--- config.mk ---
export PLATFORM = sky130hd
export DESIGN_NAME = lsr_readout_top
export DESIGN_NICKNAME = d
export VERILOG_FILES = /design/src/rtl/lsr_pkg.sv /design/src/rtl/lsr_period_ctrl.sv /design/src/rtl/lsr_shift_chain.sv /design/src/rtl/lsr_phase_gen.sv /design/src/rtl/lsr_pattern.sv /design/src/rtl/lsr_readout_top.sv
export SDC_FILE = /design/constraint.sdc
export NUM_CORES = 1
export LEC_CHECK = 0
export ABC_AREA = 1
export BUFFER_PORTS_ARGS = -buffer_cell sky130_fd_sc_hd__buf_4
export CORE_MARGIN = 3
export CORE_UTILIZATION = 55
export DETAILED_ROUTE_END_ITERATION = 10
export MAX_ROUTING_LAYER = met4
export PLACE_DENSITY = 0.74
export SETUP_SLACK_MARGIN = 0.5
export SLEW_MARGIN = 20
export SYNTH_ARGS = -nofsm -noshare
export SYNTH_HDL_FRONTEND = slang
export SYNTH_SLANG_ARGS = --single-unit
--- constraint.sdc ---
create_clock -name clk -period 1.5 [get_ports clk]
set_input_delay 0.075 -clock clk [delete_from_list [all_inputs] [get_ports clk]]
set_output_delay 0.075 -clock clk [all_outputs]
set_load 0.05 [all_outputs]
--- src/rtl/lsr_pkg.sv ---
package lsr_pkg;

    typedef enum logic {
        PH_IDLE = 1'b0,
        PH_READ = 1'b1
    } phase_e;

    localparam int PAT_RAMP    = 0;
    localparam int PAT_CHECKER = 1;

endpackage

--- src/rtl/lsr_period_ctrl.sv ---
module lsr_period_ctrl #(
    parameter int NPIX = 512,
    parameter int IDXW = $clog2(NPIX)
) (
    input  logic            clk,
    input  logic            rst,
    input  logic            si,
    output logic            start,
    output logic            oe,
    output logic [IDXW-1:0] idx
);
    import lsr_pkg::*;

    localparam logic [IDXW-1:0] LAST = IDXW'(NPIX - 1);

    typedef struct packed {
        phase_e          ph;
        logic [IDXW-1:0] cnt;
    } ctrl_t;

    ctrl_t st_d, st_q;
    logic  start_d;

    always_comb begin
        st_d    = st_q;
        start_d = 1'b0;
        case (st_q.ph)
            PH_IDLE: begin
                if (si) begin
                    st_d.ph  = PH_READ;
                    st_d.cnt = '0;
                    start_d  = 1'b1;
                end
            end
            PH_READ: begin
                if (st_q.cnt == LAST) begin
                    st_d.ph  = PH_IDLE;
                    st_d.cnt = '0;
                end else begin
                    st_d.cnt = st_q.cnt + 1'b1;
                end
            end
            default: st_d = '{ph: PH_IDLE, cnt: '0};
        endcase
        if (rst) begin
            st_d    = '{ph: PH_IDLE, cnt: '0};
            start_d = 1'b0;
        end
    end

    always_ff @(posedge clk) begin
        st_q <= st_d;
    end

    assign start = start_d;
    assign oe    = (st_q.ph == PH_READ);
    assign idx   = st_q.cnt;

    AST_START_ACCEPT: assert property (@(posedge clk) disable iff (rst)
        (!oe && si) |=> (oe && idx == '0));

    AST_IDX_STEP: assert property (@(posedge clk) disable iff (rst)
        (oe && idx != LAST) |=> (oe && idx == ($past(idx) + 1'b1)));

    AST_PERIOD_END: assert property (@(posedge clk) disable iff (rst)
        (oe && idx == LAST) |=> (!oe && idx == '0));

    AST_BUSY_IGNORE: assert property (@(posedge clk) disable iff (rst)
        (oe && si && idx != LAST) |=> (idx != '0));

endmodule

--- src/rtl/lsr_shift_chain.sv ---
module lsr_shift_chain #(
    parameter int NPIX = 512
) (
    input  logic clk,
    input  logic rst,
    input  logic start,
    output logic so
);

    typedef struct packed {
        logic [NPIX-1:0] sr;
    } chain_t;

    chain_t ch_d, ch_q;

    always_comb begin
        ch_d.sr = {ch_q.sr[NPIX-2:0], start};
        if (rst) begin
            ch_d.sr = '0;
        end
    end

    always_ff @(posedge clk) begin
        ch_q <= ch_d;
    end

    assign so = ch_q.sr[NPIX-1];

    AST_SO_SINGLE: assert property (@(posedge clk) disable iff (rst)
        so |=> !so);

endmodule

--- src/rtl/lsr_phase_gen.sv ---
module lsr_phase_gen (
    input  logic clk,
    output logic pix_rst,
    output logic smp_hold
);

    logic smp_d;

    always_comb begin
        smp_d = clk;
    end

    assign smp_hold = smp_d;
    assign pix_rst  = ~smp_d;

endmodule

--- src/rtl/lsr_pattern.sv ---
module lsr_pattern #(
    parameter int IDXW    = 9,
    parameter int PIXW    = 9,
    parameter int PATTERN = 0
) (
    input  logic            oe,
    input  logic [IDXW-1:0] idx,
    output logic [PIXW-1:0] val
);
    import lsr_pkg::*;

    logic [PIXW-1:0] raw_d;

    generate
        if (PATTERN == PAT_CHECKER) begin : g_checker
            always_comb begin
                raw_d = {PIXW{idx[0]}};
            end
        end else begin : g_ramp
            always_comb begin
                raw_d = PIXW'(idx);
            end
        end
    endgenerate

    always_comb begin
        val = oe ? raw_d : '0;
    end

endmodule

--- src/rtl/lsr_readout_top.sv ---
module lsr_readout_top #(
    parameter int NPIX    = 512,
    parameter int IDXW    = $clog2(NPIX),
    parameter int PIXW    = IDXW,
    parameter int PATTERN = 0
) (
    input  logic            clk,
    input  logic            rst,
    input  logic            si,
    output logic            so,
    output logic            oe,
    output logic [IDXW-1:0] pix_idx,
    output logic [PIXW-1:0] pix_val,
    output logic            pix_rst,
    output logic            smp_hold
);

    localparam logic [IDXW-1:0] LAST = IDXW'(NPIX - 1);

    logic start;

    lsr_period_ctrl #(.NPIX(NPIX), .IDXW(IDXW)) u_ctrl (
        .clk   (clk),
        .rst   (rst),
        .si    (si),
        .start (start),
        .oe    (oe),
        .idx   (pix_idx)
    );

    lsr_shift_chain #(.NPIX(NPIX)) u_chain (
        .clk   (clk),
        .rst   (rst),
        .start (start),
        .so    (so)
    );

    lsr_phase_gen u_phase (
        .clk      (clk),
        .pix_rst  (pix_rst),
        .smp_hold (smp_hold)
    );

    lsr_pattern #(.IDXW(IDXW), .PIXW(PIXW), .PATTERN(PATTERN)) u_pat (
        .oe  (oe),
        .idx (pix_idx),
        .val (pix_val)
    );

    AST_SO_AT_LAST: assert property (@(posedge clk) disable iff (rst)
        so |-> (oe && pix_idx == LAST));

    AST_LAST_GIVES_SO: assert property (@(posedge clk) disable iff (rst)
        (oe && pix_idx == LAST) |-> so);

endmodule

; After elaboration in Yosys (flattened, before gate mapping)
; Cells that the tools add are included.
[classes]
n_addsub = 1
eq_ne = 2
n_mux = 6
bitwise_logic = 2
reduce_logical = 1
[op_table]
columns = operator, n
row1 = one-hot mux 10 bit (2 select lines), 1
row2 = 2-to-1 mux 9 bit, 2
row3 = 2-to-1 mux 10 bit, 1
row4 = adder 9 x 1 -> 9 bit (second input constant), 1
row5 = equality test 9 bit (second input constant), 1
row6 = 2-to-1 mux 1 bit, 2
row7 = != test 2 bit (second input constant), 1
row8 = inverter 1 bit, 2
row9 = OR reduction 2 bit, 1
[word_totals]
register_bits = 522
out_inout_bits = 22
elab_cells = 16

; Longest topological paths before layout
; Gate-level depths: netlist of the first run.
[logic_depth]
word_depth = 3
ltp_mapped = 11
mapped_depth_nobuf = 11

; Modules after synthesis
; A second synthesis of the first run with hierarchy kept.
[unflattened]
cells_unflattened = 1687
area_unflattened_um2 = 15382.3
[by_module_without_submodules]
columns = module, instances, cells_per_inst, area_each_um2
row1 = lsr_shift_chain, 1, 1593, 14736.6
row2 = lsr_period_ctrl, 1, 73, 555.5
row3 = lsr_pattern, 1, 19, 78.8
row4 = lsr_phase_gen, 1, 2, 11.3

==> metrics.yaml, run 1 <==
via_per_inst: 4.19
die_h_um: 171
slew_violations: 0
critPathCaptureType: "primary output"
crit_type: "clk2out"
timing.rr.start: "u_ctrl.idx[1]"
worstPathCellList: "clkbuf_16 -> clkbuf_16 -> clkbuf_16 -> clkbuf_16 -> clkinvlp_4 -> buf_8"
final_cell_area_mm2: 0.0180
irDropWorstVdd_uv: 990
ys_ff_latch: 522
grt.total_usage_pct: 15.3
required_ns: 1.42
cap_violations: 0
ff2ff_setup_slack_ns: -0.07
clkTransAtPathRegs_ns: 0.09
tightest_slew_ns: 0.342
setup_viol_count_final: 10
avgSynthCellArea_um2: 8.89
hold_depth: 2
start_util_pct: 56.7
drt_iter0_drc: 390
layoutNonFillerInstCount: 2125
synth_edf_count: 0
yosysUniqueCellTypes: 18
numPortBuffers: 24
synth_ff_type: "dfxtp_1"
dpl.hpwl_um: 10400
synthCells: 1685
synth_compound_area_share_pct: 0.568
grt_antenna_before_repair: 0
dpl_cell_area_mm2: 0.0156
p_leak_nw: 7.02
final_cell_mix: "515 x inv_1, 514 x nor2_1, 511 x dfxtp_1, 55 x clkbuf_16, 26 x buf_4"
synth-simple-area-share_pct: 14.1
cp_common_cell: "clkbuf_16"
synthArstFlopShare_pct: 0
dieArea_mm2: 0.0293
synth_nets: 1691
detail-route-antenna-nets: 0
grt_pass1_vias: 8843
design.core.area_mm2: 0.0264
diodes: 0
nets: 1757
grt_max_degree: 64
vias: 8897
yosysSeqAreaShare_pct: 69.8
cpPeakStageDelay_ns: 0.15
max_slew_margin_pct: 77.2
hp-start: "u_chain.ch_q[336]"
power_mw: 27.6
worstSkewPairLatency_ns: 0.91
holdPathEnd: "u_chain.ch_q[337]"
ios: 25
synth_top_family_by_area: "buffers and inverters"
r2r-end: "u_ctrl.idx[2]"
first_pass_iters: 5
cpLargestDelayFamily: "buffers and inverters"
r2r_cells: 11
powerDensity_mw_per_mm2: 1530
drc: 0
hold_violations: 0
synthAdderAreaFrac_pct: 0.251
critPathLaunch: "clk"
violations: "negative setup slack"
hold_path.class: "reg2reg"
routedWlPerCell_um: 10.2
clock_skew_ns: 0.279
synthMuxAreaShare_pct: 0
die-width_um: 171
final_common_cell: "inv_1"
synth.cell_area_mm2: 0.0150
arrival_ns: 1.51
yosysWarnings: 0
slowest_stage: "clkbuf_16"
rsz0062_at_grt: "true"
critical_path_buf_inv_count: 6
grt_overflow: 0
critPathMaxFanout: 4
start_kind: "clock port"
dp.cells: 2000
synth-xor-area-share_pct: 0
wl_um: 21600
cts_tree: "yes"
area_growth_pct: 19.9
drive_gt1_share_pct: 11.9
routabilityCongestion: 0.744
grt_pass1_wl_um: 37000
status: "finished with violations"
setup_ws_ns: -0.0840
rows: 59
[cell usage after synthesis, types with 2 or more instances]
| cell type | instances | share of area (%) |
|---|---|---|
| inv_1 | 525 | 13 |
| o21ai_0 | 3 | 0.10 |
| inv_2 | 5 | 0.13 |
| ha_1 | 3 | 0.25 |
| o21bai_1 | 2 | 0.10 |
| dfxtp_1 | 522 | 70 |
| a21oi_1 | 8 | 0.27 |
| buf_2 | 57 | 1.9 |
| nand2_1 | 30 | 0.75 |
| nor2_1 | 516 | 13 |
| clkbuf_1 | 2 | 0.050 |
| nand3_1 | 6 | 0.20 |
[per-stage QoR]
step           util [%]  hold slack (ns)  TNS [ns]  worst slack [ns]
2_1_floorplan         -            0.197         0            0.0307
3_3_place_gp       59.1            0.245         0            0.0168
3_5_place_dp       59.1            0.245         0            0.0115
4_1_cts            67.1            0.108    -0.204           -0.0901
5_1_grt            68.0            0.149     -1.23            -0.150
6_report           68.0            0.138    -0.505           -0.0840
[area by class of cell]
cell class | instances | area (µm²)
clock inverters | 17 | 174
clock buffers | 83 | 1620
repair buffers | 66 | 808
fillers | 1929 | 8460
multi-input cells | 573 | 2430
flip-flops and latches | 522 | 10500
inverters | 529 | 2020
well taps | 335 | 419
[registers in the layout, indices dropped and copies added, names as in the netlist]
| register | count |
|---|---|
| u_chain.ch_q | 512 |
| u_ctrl.oe | 1 |
| u_ctrl.idx | 9 |
[what timing repair did]
action | in CTS | in global routing
hold buffers | 2 | 0
endpoints found under the hold margin | 438 | 0
pin swaps | 20 | 7
cloned | 0 | 0
setup buffers | 18 | 12
gates resized for setup | 69 | 35
endpoints found under the setup margin | 32 | 53
[worst min-delay path, delay by kind of cell, from the launching register on]
kind                   cells  cell delay [ns]
DFF                        1             0.31
buffers and inverters      1             0.04
and+or+nand+nor            1             0.03
[metal layers]
layer,track usage (%),share of wire (%)
met3,3.40,3.4
met5,-,0
met1,17.7,46
met4,5.91,2.5
met2,26.1,49
[power breakdown]
group / switching, mW / internal, mW / leakage [nW] / total (mW)
logic: 0.305 / 0.150 / 1.92 / 0.456
clock network: 5.27 / 7.96 / 0.889 / 13.2
registers: 0.0131 / 13.9 / 4.21 / 13.9
[kinds of logic after synthesis]
group,count (synthesis)
compound gates,15
fa+ha+maj,3
buf+inv,590
flops,522
simple gates,555
[worst max path at each step]
stage | endpoint | slack, ns | cells after the start
floorplan | u_ctrl.idx[3] | 0.03 | 11
global placement | u_ctrl.idx[3] | 0.02 | 11
detailed placement | u_ctrl.idx[3] | 0.01 | 11
CTS | pix_rst | -0.09 | 6
global route | u_ctrl.idx[3] | -0.15 | 11
finish | pix_rst | -0.08 | 6
Note: power is estimated with default switching activity, not from simulation.
==> inputs of run 2 (changes only) <==
--- a/config.mk
+++ b/config.mk
@@ -9,2 +9,3 @@
 export BUFFER_PORTS_ARGS = -buffer_cell sky130_fd_sc_hd__buf_4
+export CAP_MARGIN = 20
 export CORE_MARGIN = 3
==> constraint.sdc (replaced) <==
create_clock -name clk -period 1.5 [get_ports clk]
set_input_delay 0.3 -clock clk [delete_from_list [all_inputs] [get_ports clk]]
set_output_delay 0.3 -clock clk [all_outputs]
set_load 0.1 [all_outputs]
==> run 2 against run 1 <==
Effect of this change:
- the flow still finishes with violations (negative setup slack)
- combinational power is 6.8% higher
- utilization grew 0.34 points
- final cell count shrank 0.42%
- worst hold slack lost 0.077 ns
- critical path type unchanged
- largest cell class unchanged
==> metrics.yaml, run 2 (synthesized netlist as in run 1, its figures left out) <==
dieArea_mm2: 0.0293  # unchanged
cpPeakStageDelay_ns: 0.16  # about the same
via_per_inst: 4.10  # -2.0%
slew_violations: 0  # unchanged
ios: 25  # unchanged
dpl_cell_area_mm2: 0.0156  # +0.10%
clock_skew_ns: 0.288  # +0.00814 ns
tightest_slew_ns: 0.468  # +0.126 ns
max_slew_margin_pct: 68.7  # -8.5 points
clkTransAtPathRegs_ns: 0.06  # -0.03 ns
setup_viol_count_final: 26  # +16
p_leak_nw: 7.05  # +0.37%
vias: 8681  # -2.4%
hold_violations: 0  # unchanged
design.core.area_mm2: 0.0264  # unchanged
required_ns: 1.20  # -0.22 ns
ff2ff_setup_slack_ns: -0.17  # -0.10 ns
cts_tree: "yes"
drive_gt1_share_pct: 11.2  # -0.67 points
slowest_stage: "buf_12"
final_cell_mix: "515 x inv_1, 515 x nor2_1, 511 x dfxtp_1, 54 x clkbuf_16, 30 x buf_12"
grt_max_degree: 114  # +78%
setup_ws_ns: -0.329  # -0.245 ns
crit_type: "clk2out"
area_growth_pct: 20.5
worstPathCellList: "clkbuf_16 -> clkbuf_16 -> clkbuf_16 -> clkbuf_16 -> clkinvlp_4 -> buf_12"
status: "finished with violations"
nets: 1749  # -0.46%
rows: 59  # unchanged
power_mw: 27.8  # +0.85%
critical_path_buf_inv_count: 6  # unchanged
die_h_um: 171  # unchanged
grt_antenna_before_repair: 0  # unchanged
numPortBuffers: 24  # unchanged
critPathMaxFanout: 4  # unchanged
drc: 0  # unchanged
grt.total_usage_pct: 14.6  # -0.70 points
violations: "negative setup slack"
final_cell_area_mm2: 0.0181  # +0.49%
die-width_um: 171  # unchanged
diodes: 0  # unchanged
start_kind: "clock port"
routabilityCongestion: 0.767  # +3.0%
irDropWorstVdd_uv: 2160  # +120%
first_pass_iters: 4  # -1
arrival_ns: 1.53  # +0.02 ns
largest_register: "u_chain.ch_q"
critPathCaptureType: "primary output"
grt_use_met2_pct: 24.5  # -1.7 points
grt_overflow: 0  # unchanged
use_met1_pct: 17.4  # -0.31 points
start_util_pct: 56.7  # unchanged
top_usage_layer: "met2"
routedWlPerCell_um: 9.53  # -6.2%
dpl.hpwl_um: 9950  # -3.9%
detail-route-antenna-nets: 0  # unchanged
grt_pass1_vias: 8654  # -2.1%
cp_common_cell: "clkbuf_16"
powerDensity_mw_per_mm2: 1540  # +0.36%
drt_iter0_drc: 367  # -5.9%
globalRouteMet3Util_pct: 2.98  # -0.42 points
cap_violations: 0  # unchanged
largest_reg_flops: 512  # unchanged
worstSkewPairLatency_ns: 0.90  # about the same
grt_pass1_wl_um: 35800  # -3.1%
wl_um: 20200  # -6.6%
hold_path.class: "in2reg"
rsz0062_at_grt: "true"
cpLargestDelayFamily: "buffers and inverters"
run 2: worst paths after layout:
kind,from,to,cells after the start
setup reg to reg,u_ctrl.idx[1],u_ctrl.idx[3],12
hold reg to reg,u_chain.ch_q[313],u_chain.ch_q[314],2
hold / removal,rst,u_ctrl.idx[4],3
setup / recovery,clk,pix_rst,6
run 2: final cells by class:
cell class | instances | area (µm²)
fill | 1876 | 8380
inverter | 529 | 2030
clock buffer | 85 | 1630
tap | 335 | 419
timing repair buffer | 58 | 873
multi-input combinational | 573 | 2440
clock inverter | 14 | 165
sequential | 522 | 10500
run 2: power breakdown:
group          total (mW)  internal (mW)  switching (mW)
clock                13.4           8.02            5.41
sequential           13.9           13.9          0.0129
combinational       0.487          0.154           0.332
run 2: metal layers:
metal	vias to the layer above	share of wire, %
met5	-	0
met4	0	2.7
met3	54	3.3
met2	88	47
met1	3879	47
li1	4660	-
run 2: worst min-delay path: cells and delay by family:
| family | cells | cell delay, ns |
|---|---|---|
| AOI/OAI and AO/OA | 1 | 0.04 |
| buffers and inverters | 2 | 0.29 |
run 2: per-stage QoR:
| step | TNS, ns | setup slack (ns) | utilization (%) | hold WS, ns | instances |
|---|---|---|---|---|---|
| final | -4.07 | -0.329 | 68.3 | 0.0605 | 2116 |
| after global routing | -5.39 | -0.348 | 68.3 | 0.0632 | 2116 |
| after CTS | -3.86 | -0.342 | 67.5 | 0.0336 | 2109 |
| after detailed placement | -0.0301 | -0.0301 | 59.1 | 0.393 | 2000 |
| after global placement | 0 | 0.0216 | 59.1 | 0.388 | 2000 |
| after floorplan | -0.350 | -0.0827 | - | 0.381 | 1685 |
run 2: timing repair:
item / CTS / global route
setup endpoints to repair: 32 / 403
hold buffers: 2 / 2
gates resized for setup: 91 / 35
setup buffers: 16 / 6
pin swaps: 3 / 18
hold endpoints to repair: 99 / 30
==> inputs of run 3 (changes only) <==
- PLACE_DENSITY: 0.74 -> not set
- PLACE_DENSITY_LB_ADDON: not set -> 0.3
==> run 3 against run 2 <==
Effect of this change:
- the run still ends with negative setup slack left
- clock power hardly changed
- worst hold slack better by 0.0096 ns
- via count is 0.89% higher
- critical path type unchanged
- largest power group unchanged
==> metrics.yaml, run 3 (synthesized netlist as in run 1, its figures left out) <==
powerDensity_mw_per_mm2: 1540  # about the same
cp.depth: 6  # unchanged
die_h_um: 171  # unchanged
critPathCaptureType: "primary output"
p_leak_nw: 7.01  # -0.60%
n_fill_cell: 1934  # +3.1%
r2r-end: "u_ctrl.idx[3]"
dp.cells: 2002  # +0.10%
hold_path.class: "in2reg"
slew_violations: 0  # unchanged
vias: 8758  # +0.89%
die-width_um: 171  # unchanged
grt_max_degree: 96  # -16%
hold_violations: 0  # unchanged
cts_tree: "yes"
arrival_ns: 1.53  # about the same
crit_end: "pix_rst"
final_common_cell: "inv_1"
setup_viol_count_final: 29  # +12%
rows: 59  # unchanged
tightest_slew_ns: 0.485  # +0.0170 ns
drive_gt1_share_pct: 11.4  # +0.22 points
via_per_inst: 4.14  # +0.84%
hp-start: "rst"
grt.total_usage_pct: 15.6  # +0.98 points
grt_antenna_before_repair: 0  # unchanged
timing.rr.start: "u_ctrl.idx[1]"
multi_input_area_mm2: 0.00243  # -0.51%
status: "finished with violations"
numPortBuffers: 24  # unchanged
irDropWorstVdd_uv: 1360  # -37%
clock_skew_ns: 0.285  # -0.00300 ns
critPathMaxFanout: 4  # unchanged
fin_setup_tns_ns: -4.54  # -0.472 ns
layoutNonFillerInstCount: 2117  # +0.047%
worstPathCellList: "clkbuf_16 -> clkbuf_16 -> clkbuf_16 -> clkbuf_16 -> clkinvlp_4 -> buf_12"
cp_common_cell: "clkbuf_16"
start_kind: "clock port"
grt_pass1_wl_um: 37300  # +4.2%
crit_type: "clk2out"
design.core.area_mm2: 0.0264  # unchanged
wl_um: 21600  # +7.2%
start_util_pct: 56.7  # unchanged
detail-route-antenna-nets: 0  # unchanged
grt_overflow: 0  # unchanged
ff2ff_setup_slack_ns: -0.26  # -0.09 ns
slowest_stage: "buf_12"
critPathLaunch: "clk"
violations: "negative setup slack"
routedWlPerCell_um: 10.2  # +7.2%
worstSkewPairLatency_ns: 0.91  # about the same
cpLargestDelayFamily: "buffers and inverters"
drc: 0  # unchanged
final_cell_mix: "515 x inv_1, 514 x nor2_1, 511 x dfxtp_1, 53 x clkbuf_16, 28 x buf_12"
cap_violations: 0  # unchanged
max_slew_margin_pct: 67.7  # -1.0 points
routabilityCongestion: 0.735  # -4.2%
clkTransAtPathRegs_ns: 0.07  # about the same
first_pass_iters: 4  # unchanged
largest_reg_flops: 512  # unchanged
largest_register: "u_chain.ch_q"
r2r_cells: 12  # unchanged
setup_ws_ns: -0.333  # -0.00396 ns
area_growth_pct: 20.0
required_ns: 1.20  # about the same
nets: 1750  # +0.057%
ios: 25  # unchanged
rsz0062_at_grt: "true"
drt_iter0_drc: 479  # +31%
regArea_mm2: 0.0105  # unchanged
dieArea_mm2: 0.0293  # unchanged
critical_path_buf_inv_count: 6  # unchanged
grt_pass1_vias: 8622  # -0.37%
dpl.hpwl_um: 10100  # +1.1%
cpPeakStageDelay_ns: 0.16  # about the same
diodes: 0  # unchanged
==> run 3: changes by cell type in the layout (fill, tap and decap cells not counted), moves of 2 or more <==
cell,delta
nand2_4,-2
inv_6,+2
clkbuf_8,-4
buf_12,-2
buf_4,+3
clkinv_2,+3
nand2_2,+3
==> run 3: timing repair <==
item | 4_1_cts | 5_1_grt
pin swaps | 14 | 15
buffers inserted | 12 | 8
endpoints found under the setup margin | 32 | 281
endpoints found under the hold margin | 122 | 0
resized for setup | 103 | 20
hold buffers | 4 | 0
==> run 3: power by group <==
part,switching (mW),internal (mW)
Clock,5.48,7.84
Combinational,0.337,0.154
Sequential,0.0129,13.9
==> run 3: worst min path at each step <==
stage / to / slack [ns] / cells past startpoint
after floorplan: u_chain.ch_q[511] / 0.38 / 2
after global placement: u_chain.ch_q[64] / 0.39 / 2
after detailed placement: u_chain.ch_q[379] / 0.39 / 2
after CTS: u_chain.ch_q[139] / 0.04 / 3
after global routing: u_chain.ch_q[139] / 0.06 / 3
final: u_chain.ch_q[139] / 0.07 / 3
==> run 3: metrics by stage <==
stage / cell area (µm²) / power [mW] / hold slack [ns] / utilization [%] / setup WS [ns]
after floorplan: 15100 / 15.0 / 0.381 / - / -0.0827
after global placement: 15600 / 15.1 / 0.388 / 59.1 / 0.0516
after global routing: 18000 / 28.7 / 0.0626 / 68.0 / -0.353
after CTS: 17900 / 27.9 / 0.0402 / 67.6 / -0.350
after detailed placement: 15600 / 15.1 / 0.392 / 59.1 / -0.00500
final: 18000 / 27.7 / 0.0701 / 68.0 / -0.333
==> run 3: layout make-up <==
class,instances,share of cell area (%)
well taps,335,2.33
repair buffers,60,4.77
clock inverters,20,1.20
clock buffers,78,8.57
flip-flops and latches,522,58.3
multi-input cells,573,13.5
inverters,529,11.3
==> run 3: worst min-delay path: stages <==
cell,delay [ns]
buf_8,0.13
buf_4,0.23
nor2_1,0.12
==> run 3: metal layers <==
metal | vias to the layer above | share of wire, % | track usage (%)
met5 | - | 0 | -
met4 | 0 | 2.4 | 6.19
met3 | 48 | 3.3 | 3.70
met2 | 93 | 47 | 25.3
met1 | 3958 | 47 | 19.0
li1 | 4659 | - | -
